[src/rtl/ifd_pkg.sv]
package ifd_pkg;
  typedef enum logic [1:0] {
    ST_IDLE  = 2'd0,  // no candidate, counter frozen
    ST_ARMED = 2'd1,  // candidate taken, waiting for the confirming frame
    ST_CHECK = 2'd2,  // comparing the confirming frame's framing bytes
    ST_LOCK  = 2'd3   // in frame
  } ifd_state_e;
endpackage

[src/rtl/ifd_reset_sync.sv]
module ifd_reset_sync #(
  parameter int STAGES = 2
) (
  input  logic clk,
  input  logic rst_n,
  output logic rst_sync_n
);
  logic [STAGES-1:0] sync_q;
  logic [STAGES-1:0] sync_d;

  assign sync_d = {sync_q[STAGES-2:0], 1'b1};

  always_ff @(posedge clk or negedge rst_n) begin
    if (!rst_n) sync_q <= '0;
    else        sync_q <= sync_d;
  end

  assign rst_sync_n = sync_q[STAGES-1];
endmodule

[src/rtl/ifd_pos_counter.sv]
module ifd_pos_counter #(
  parameter int FRAME_LEN = 2430,
  parameter int CW        = $clog2(FRAME_LEN)
) (
  input  logic          clk,
  input  logic          rst_n,
  input  logic          load,      // current byte sits at load_pos
  input  logic [CW-1:0] load_pos,
  input  logic          adv,       // clock enable for free running
  output logic [CW-1:0] cnt
);
  localparam logic [CW-1:0] LAST = CW'(FRAME_LEN - 1);

  logic [CW-1:0] cnt_q;
  logic [CW-1:0] cnt_d;

  function automatic logic [CW-1:0] step(input logic [CW-1:0] p);
    return (p == LAST) ? '0 : p + CW'(1);
  endfunction

  always_comb begin
    cnt_d = cnt_q;
    if (load)     cnt_d = step(load_pos);
    else if (adv) cnt_d = step(cnt_q);
  end

  always_ff @(posedge clk or negedge rst_n) begin
    if (!rst_n) cnt_q <= '0;
    else        cnt_q <= cnt_d;
  end

  assign cnt = cnt_q;

  // the position never leaves one frame
  assert_cnt_in_frame_R7: assert property (@(posedge clk) disable iff (!rst_n)
    cnt_q <= LAST);
endmodule

[src/rtl/ifd_pattern_match.sv]
module ifd_pattern_match #(
  parameter logic [7:0] A1_VAL  = 8'hF6,
  parameter logic [7:0] A2_VAL  = 8'h28,
  parameter int         RUN_LEN = 3,
  parameter int         CW      = 12
) (
  input  logic [CW-1:0] pos,
  input  logic [7:0]    byte_in,
  output logic          in_win,
  output logic          hit
);
  localparam int WIN   = 2 * RUN_LEN;
  localparam int IW    = $clog2(WIN);
  localparam int DEPTH = 1 << IW;

  logic [7:0] exp_tbl [DEPTH];

  for (genvar g = 0; g < DEPTH; g++) begin : g_exp
    if (g < RUN_LEN) begin : g_a1
      assign exp_tbl[g] = A1_VAL;
    end else if (g < WIN) begin : g_a2
      assign exp_tbl[g] = A2_VAL;
    end else begin : g_pad
      assign exp_tbl[g] = '0;
    end
  end

  assign in_win = (pos < CW'(WIN));
  assign hit    = in_win && (byte_in == exp_tbl[pos[IW-1:0]]);
endmodule

[src/rtl/ifd_ctrl.sv]
module ifd_ctrl
  import ifd_pkg::*;
#(
  parameter int FRAME_LEN = 2430,
  parameter int RUN_LEN   = 3,
  parameter int CW        = $clog2(FRAME_LEN)
) (
  input  logic          clk,
  input  logic          rst_n,
  input  logic          frame_mark,
  input  logic          mark_on_a2,
  input  logic [CW-1:0] cnt,
  input  logic          in_win,
  input  logic          hit,
  output logic          load,
  output logic [CW-1:0] load_pos,
  output logic          adv,
  output logic [CW-1:0] pos_cur,
  output logic          out_of_frame,
  output logic          frame_strobe
);
  localparam logic [CW-1:0] LAST    = CW'(FRAME_LEN - 1);
  localparam logic [CW-1:0] WIN_END = CW'(2 * RUN_LEN - 1);

  ifd_state_e    state_q;
  ifd_state_e    state_d;
  logic [CW-1:0] off;
  logic          stray;

  assign off      = mark_on_a2 ? CW'(RUN_LEN) : '0;
  assign load_pos = off;
  assign pos_cur  = (state_q == ST_IDLE) ? off : cnt;
  assign stray    = frame_mark && !((state_q == ST_CHECK) && (cnt == off));

  always_comb begin
    state_d = state_q;
    load    = 1'b0;
    adv     = 1'b0;
    unique case (state_q)
      ST_IDLE: begin
        if (frame_mark) begin
          load    = 1'b1;
          state_d = ST_ARMED;
        end
      end
      ST_ARMED: begin
        adv = 1'b1;
        if (frame_mark)       load    = 1'b1;
        else if (cnt == LAST) state_d = ST_CHECK;
      end
      ST_CHECK: begin
        adv = 1'b1;
        if (stray) begin
          load    = 1'b1;
          state_d = ST_ARMED;
        end else if (in_win && !hit) begin
          state_d = ST_IDLE;
        end else if (cnt == WIN_END) begin
          state_d = ST_LOCK;
        end
      end
      ST_LOCK: adv = 1'b1;
      default: state_d = ST_IDLE;
    endcase
  end

  always_ff @(posedge clk or negedge rst_n) begin
    if (!rst_n) state_q <= ST_IDLE;
    else        state_q <= state_d;
  end

  assign out_of_frame = (state_q != ST_LOCK);
  assign frame_strobe = (state_q == ST_LOCK) && (cnt == '0);

  // leaving out-of-frame happens right after the last framing byte
  assert_lock_after_window_R2: assert property (@(posedge clk) disable iff (!rst_n)
    $fell(out_of_frame) |-> (cnt == CW'(2 * RUN_LEN)));

  // a wrong framing byte never leads to declaration
  assert_mismatch_blocks_R4: assert property (@(posedge clk) disable iff (!rst_n)
    ((state_q == ST_CHECK) && in_win && !hit) |=> out_of_frame);

  // a stray marker re-arms and keeps out-of-frame
  assert_stray_rearms_R5: assert property (@(posedge clk) disable iff (!rst_n)
    ((state_q inside {ST_ARMED, ST_CHECK}) && stray) |=> (out_of_frame && (state_q == ST_ARMED)));

  // the frame strobe lasts one cycle
  assert_strobe_single_R7: assert property (@(posedge clk) disable iff (!rst_n)
    frame_strobe |=> !frame_strobe);

  // in-frame holds until reset
  assert_lock_sticky_R8: assert property (@(posedge clk) disable iff (!rst_n)
    !out_of_frame |=> !out_of_frame);
endmodule

[src/rtl/ifd_monitor.sv]
module ifd_monitor #(
  parameter int         FRAME_LEN   = 2430,
  parameter logic [7:0] A1_VAL      = 8'hF6,
  parameter logic [7:0] A2_VAL      = 8'h28,
  parameter int         RUN_LEN     = 3,
  parameter int         SYNC_STAGES = 2
) (
  input  logic       clk,
  input  logic       rst_n,
  input  logic [7:0] rx_byte,
  input  logic       frame_mark,
  input  logic       mark_on_a2,
  output logic       out_of_frame,
  output logic       frame_strobe
);
  localparam int CW = $clog2(FRAME_LEN);

  logic          rst_core_n;
  logic [CW-1:0] cnt;
  logic [CW-1:0] load_pos;
  logic [CW-1:0] pos_cur;
  logic          load;
  logic          adv;
  logic          in_win;
  logic          hit;

  ifd_reset_sync #(.STAGES(SYNC_STAGES)) u_rst (
    .clk        (clk),
    .rst_n      (rst_n),
    .rst_sync_n (rst_core_n)
  );

  ifd_pos_counter #(.FRAME_LEN(FRAME_LEN), .CW(CW)) u_cnt (
    .clk      (clk),
    .rst_n    (rst_core_n),
    .load     (load),
    .load_pos (load_pos),
    .adv      (adv),
    .cnt      (cnt)
  );

  ifd_pattern_match #(.A1_VAL(A1_VAL), .A2_VAL(A2_VAL), .RUN_LEN(RUN_LEN), .CW(CW)) u_match (
    .pos     (pos_cur),
    .byte_in (rx_byte),
    .in_win  (in_win),
    .hit     (hit)
  );

  ifd_ctrl #(.FRAME_LEN(FRAME_LEN), .RUN_LEN(RUN_LEN), .CW(CW)) u_ctrl (
    .clk          (clk),
    .rst_n        (rst_core_n),
    .frame_mark   (frame_mark),
    .mark_on_a2   (mark_on_a2),
    .cnt          (cnt),
    .in_win       (in_win),
    .hit          (hit),
    .load         (load),
    .load_pos     (load_pos),
    .adv          (adv),
    .pos_cur      (pos_cur),
    .out_of_frame (out_of_frame),
    .frame_strobe (frame_strobe)
  );
endmodule

[config.mk]
export PLATFORM = sky130hd
export DESIGN_NAME = ifd_monitor
export DESIGN_NICKNAME = d
export VERILOG_FILES = /design/src/rtl/ifd_pkg.sv /design/src/rtl/ifd_reset_sync.sv /design/src/rtl/ifd_pos_counter.sv /design/src/rtl/ifd_pattern_match.sv /design/src/rtl/ifd_ctrl.sv /design/src/rtl/ifd_monitor.sv
export SDC_FILE = /design/constraint.sdc
export NUM_CORES = 1
export LEC_CHECK = 0
export ABC_AREA = 1
export BUFFER_PORTS_ARGS = -buffer_cell sky130_fd_sc_hd__buf_2
export CELL_PAD_IN_SITES_DETAIL_PLACEMENT = 2
export CELL_PAD_IN_SITES_GLOBAL_PLACEMENT = 2
export CORE_ASPECT_RATIO = 1.75
export CORE_MARGIN = 2
export CORE_UTILIZATION = 30
export CTS_BUF_LIST = sky130_fd_sc_hd__clkbuf_8
export CTS_CLUSTER_SIZE = 8
export DETAILED_ROUTE_END_ITERATION = 10
export PLACE_DENSITY_LB_ADDON = 0.1
export SYNTH_ARGS = -nofsm -noshare
export SYNTH_HDL_FRONTEND = slang
export SYNTH_SLANG_ARGS = --single-unit
[constraint.sdc]
create_clock -name clk -period 0.9 [get_ports clk]
set_input_delay 0.135 -clock clk [delete_from_list [all_inputs] [get_ports clk]]
set_output_delay 0.135 -clock clk [all_outputs]
set_load 0.02 [all_outputs]
==> flow_summary.yaml, run 1 <==
sta:
  timing.repair.worst_endpoint_type: "register data pin"
  worstEndpointGrtRepair: "u_cnt.cnt[1]$_DFFE_PN0P_/D"
grt:
  initial_antenna_violation_count: 0
  maximum_number_of_pins_on_one_net_before_global_route_repair: 15
logic_synthesis:
  synthesis.instances: 196
  synth-warning-count: 0
  syn_nets: 215
  seq_area_frac_synth_pct: 30.0
  yosys-mux-area-fraction_pct: 0
  synth_compound_area_share_pct: 7.78
  yosysUniqueCellTypes: 26
  post_synthesis_simple_gate_area_fraction_pct: 39.1
  number_of_synthesized_register_bits: 16
  yosys.area_share.adder_pct: 6.56
  largest_family_of_logic_cells_by_synthesized_area: "simple AND/OR/NAND/NOR gates"
  yosys.area_share.xor_xnor_pct: 5.90
  synth.cell_area_mm2: 0.00134
  syn_area_per_cell_um2: 6.81
die:
  floorplan.rows: 32
  boundaryPins: 14
  initial_core_util_pct: 30.9
  fp.dieW_um: 54.4
  die-height_um: 92.2
placement:
  pre_cts_ws_ns: -0.866
  detailed_place_hpwl_um: 4740
  numPortBuffers: 13
  gp_congestion: 0.838
status:
  result_of_the_run: "did not finish"
  failed_stage: "5_1_grt"
  firstError: "[ERROR DPL-0033] detailed placement checks failed during check placement."
clock_network:
  cts_num_sinks: 16
  tritoncts.num_buffers: 3
  ctsLongestPathBuffers: 2
  clock_root_buffer: "sky130_fd_sc_hd__clkbuf_8"
  cts_h_tree_lvls: 1
==> cells in the mapped netlist (all sizes together) <==
cell	instances	area [um^2]
inv	31	116
nor3	5	25.0
dfrtp	16	400
nor4	2	12.5
nand4	6	43.8
nand3	24	130
or2	1	6.26
conb	1	3.75
nor2	25	98.8
o21ai	15	93.8
nand3b	1	7.51
a21oi	2	10.0
clkbuf	1	3.75
xor2	9	78.8
ha	7	87.6
buf	2	18.8
nand2	48	198
==> through the flow <==
step	instances	instance area [um^2]	setup TNS, ns
after floorplan	196	1390	-8.50
after global placement	316	1940	-10.40
after detailed placement	316	1940	-12.57
after CTS	331	2250	-12.09
==> logic make-up after synthesis <==
logic type	count (synthesis)
flip-flops	16
buffers and inverters	34
XOR/XNOR	9
adder cells (fa/ha/maj)	7
other	1
AND/OR/NAND/NOR	112
AO/OA/AOI/OAI	17
==> what timing repair did <==
item | CTS
hold endpoints to repair | 2
hold buffers | 1
setup endpoints to repair | 16
gates resized for setup | 43
pin swaps | 12
gates cloned | 1
buffers inserted | 10
==> inputs of run 2 (changes only) <==
Settings changed: CELL_PAD_IN_SITES_DETAIL_PLACEMENT 2 to default, CELL_PAD_IN_SITES_GLOBAL_PLACEMENT 2 to default, CORE_ASPECT_RATIO 1.75 to default, CORE_UTILIZATION 30 to 34, CTS_BUF_LIST sky130_fd_sc_hd__clkbuf_8 to default, CTS_CLUSTER_SIZE 8 to default, PLACE_DENSITY_LB_ADDON 0.1 to 0.15.
Clock period 0.9 ns to 1.2 ns, I/O delays scaled along.
==> run 2 against run 1 <==
  * The flow now finishes, with violations (negative setup slack)
  * Synthesized area stayed put
  * Synthesized cell count stayed put
==> flow_summary.yaml, run 2 <==
sta:
  final-max-slew-violation-count: 0
  timing.final.setup_violations: 16
  final_critical_path_setup_slack_ns: -0.494
  timing.final.crit_period_ns: 1.69
  max_clock_freq_mhz: 590
  finalCritPeriodShare_pct: 141
  setup_repair_after_global_routing_missed_its_margin: "true"
  hold_violations: 0
  clock-skew-final_ns: 0.00787
status:
  violated_checks: "negative setup slack"
  result_of_the_run: "finished, violations left"
routing:
  ant_nets: 0
  dr_total_vias: 1498
  drc_errors: 0
  routed_wire_length_um: 3710
  drt-wirelength-per-cell_um: 11.2
  via_per_inst: 4.54
  drt_pass1_iterations: 4
  dr.first_iter.drc_count: 33
die:
  design.core.area_mm2: 0.00372
  floorplan.rows: 22
  boundaryPins: 14
  die-area_mm2: 0.00444
  fp.dieW_um: 66.7
  initial_core_util_pct: 35.9
  die-height_um: 66.7
placement:
  detailed_place_hpwl_um: 2870
  numPortBuffers: 13
  postPlaceCellArea_mm2: 0.00190
  post-place-cells: 311
  gp_congestion: 0.836
worst_hold_path:
  min-delay-path-class: "reg2async"
logic_synthesis:
  synth-warning-count: 0
  yosys-top-cells-count: "sky130_fd_sc_hd__nand2_1, sky130_fd_sc_hd__inv_1, sky130_fd_sc_hd__nor2_1"
  synthesis.instances: 196
  ys_top_cells_by_area: "sky130_fd_sc_hd__dfrtp_1, sky130_fd_sc_hd__nand2_1, sky130_fd_sc_hd__inv_1"
  synth_area_leader_cell: "sky130_fd_sc_hd__dfrtp_1"
  ys.flop_type: "sky130_fd_sc_hd__dfrtp_1"
  synth-edff-count: 0
  number_of_synthesized_register_bits: 16
  yosysTopAreaCellShare_pct: 30.0
  synth.cell_area_mm2: 0.00134
  syn_area_per_cell_um2: 6.81
  post-synth-top-count-cell: "sky130_fd_sc_hd__nand2_1"
  yosysUniqueCellTypes: 26
  seq_area_frac_synth_pct: 30.0
  syn_nets: 215
  postSynth.asyncResetShare_pct: 100
cells_and_area:
  final_cell_mix: "sky130_fd_sc_hd__buf_4, sky130_fd_sc_hd__nand2_1, sky130_fd_sc_hd__inv_1"
  finish.instance_area_mm2: 0.00221
  final-instance-count-excl-fill: 330
  final_nets: 302
  postLayoutCoreUtil_pct: 59.5
  flow.area_growth_from_synthesis_pct: 65.6
  diodes: 0
  drive_above_1_share_pct: 50.0
  mostFrequentLayoutCell: "sky130_fd_sc_hd__buf_4"
  largest_register_ffs: 12
clock_network:
  clock_root_buffer: "sky130_fd_sc_hd__clkbuf_8"
  tritoncts.num_buffers: 3
  cts_num_sinks: 16
  cts_h_tree_lvls: 1
  tritoncts_clock_tree: "yes"
  ctsLongestPathBuffers: 2
  clk_pin_slew_worst_paths_ns: 0.07
  clock_latency_ns: 0.26
grt:
  initial_antenna_violation_count: 0
  grt_usage_pct: 18.9
  globalRouteOverflowTotal: 0
  first_global_vias: 1386
  maximum_number_of_pins_on_one_net_before_global_route_repair: 12
  grt_pass1_wl_um: 6290
setup_path:
  crit_fanout: 3
  path_class: "reg2reg"
  slowest_stage: "sky130_fd_sc_hd__dfrtp_1"
  cp.required_ns: 1.35
  end_kind: "register"
  cp-start-kind: "register"
  path_cells: "inv_2, nand4_1, buf_4, nor2_4, nand3_2, buf_4, nand2_1, nand3_2, nand2_2, inv_2, nand2_2, o21ai_2"
  critical_path.n_buffers_inverters: 4
  longest_individual_stage_delay_on_the_worst_path_ns: 0.39
  critPathArrivalTime_ns: 1.84
  critical_path.top_delay_family: "simple AND/OR/NAND/NOR gates"
power:
  peakVddDrop_uv: 516
  p_leak_nw: 1.10
  powerDensity_mw_per_mm2: 649
flow_run:
  maxcap_viol_count: 0
[run 2: cell counts after synthesis]
No cell type changed its count.
[run 2: per-layer routing]
layer | vias up | part of all wire, % | track usage (%)
met5 | - | 0 | 0
met4 | 0 | 1.0 | 5.36
met3 | 5 | 3.1 | 3.55
met2 | 17 | 48 | 30.0
met1 | 683 | 48 | 26.1
li1 | 793 | - | -
[run 2: power by group]
group / internal [W] / leakage, nW / switching, W
Combinational: 0.000181 / 0.870 / 0.000170
Clock: 0.000292 / 0.0288 / 0.000211
Sequential: 0.000558 / 0.205 / 0.0000224
[run 2: logic make-up after synthesis]
kind of cell | share of synthesized area [%]
buf+inv | 10.4
simple gates | 39.1
xor+xnor | 5.90
fa+ha+maj | 6.56
flops | 30.0
other cells | 0.281
compound gates | 7.78
[run 2: metrics by stage]
stage          TNS, ns  total power (W)  worst slack (ns)  hold slack, ns
2_1_floorplan    -3.77         0.000732            -0.338          -0.116
3_3_place_gp     -5.66         0.000896            -0.454         -0.0329
3_5_place_dp     -5.94         0.000897            -0.492         -0.0329
4_1_cts          -6.33          0.00142            -0.487          0.0925
5_1_grt          -7.94          0.00151            -0.632           0.105
6_report         -6.30          0.00143            -0.494          0.0840
[run 2: final cells by class]
cell class | instances | area, um^2
clock buffers | 4 | 55.1
fillers | 343 | 1510
inverters | 31 | 119
multi-input cells | 146 | 935
flip-flops and latches | 16 | 403
well taps | 48 | 60.1
repair buffers | 85 | 639
[run 2: final timing paths]
path	cells past startpoint	from	endpoint	slack [ns]
min	0	u_rst.sync_q[1]$_DFF_PN0_	u_cnt.cnt[2]$_DFFE_PN0P_	0.08
max in group asynchronous	1	u_rst.sync_q[1]$_DFF_PN0_	u_cnt.cnt[0]$_DFFE_PN0P_	0.69
max reg2reg	12	u_cnt.cnt[11]$_DFFE_PN0P_	u_ctrl.state_q[0]$_DFFE_PN0P_	-0.49
min in group clk	0	u_rst.sync_q[0]$_DFF_PN0_	u_rst.sync_q[1]$_DFF_PN0_	0.35
max	12	u_cnt.cnt[11]$_DFFE_PN0P_	u_ctrl.state_q[0]$_DFFE_PN0P_	-0.49
min reg2reg	0	u_rst.sync_q[1]$_DFF_PN0_	u_cnt.cnt[2]$_DFFE_PN0P_	0.08
[run 2: timing repair]
action | CTS | global route
endpoints found under the setup margin | 16 | 16
pin swaps | 2 | 11
hold endpoints to repair | 2 | 0
setup buffers | 7 | 7
gates resized for setup | 18 | 21
hold buffers | 1 | 0
Note: power is estimated with default switching activity, not from simulation.
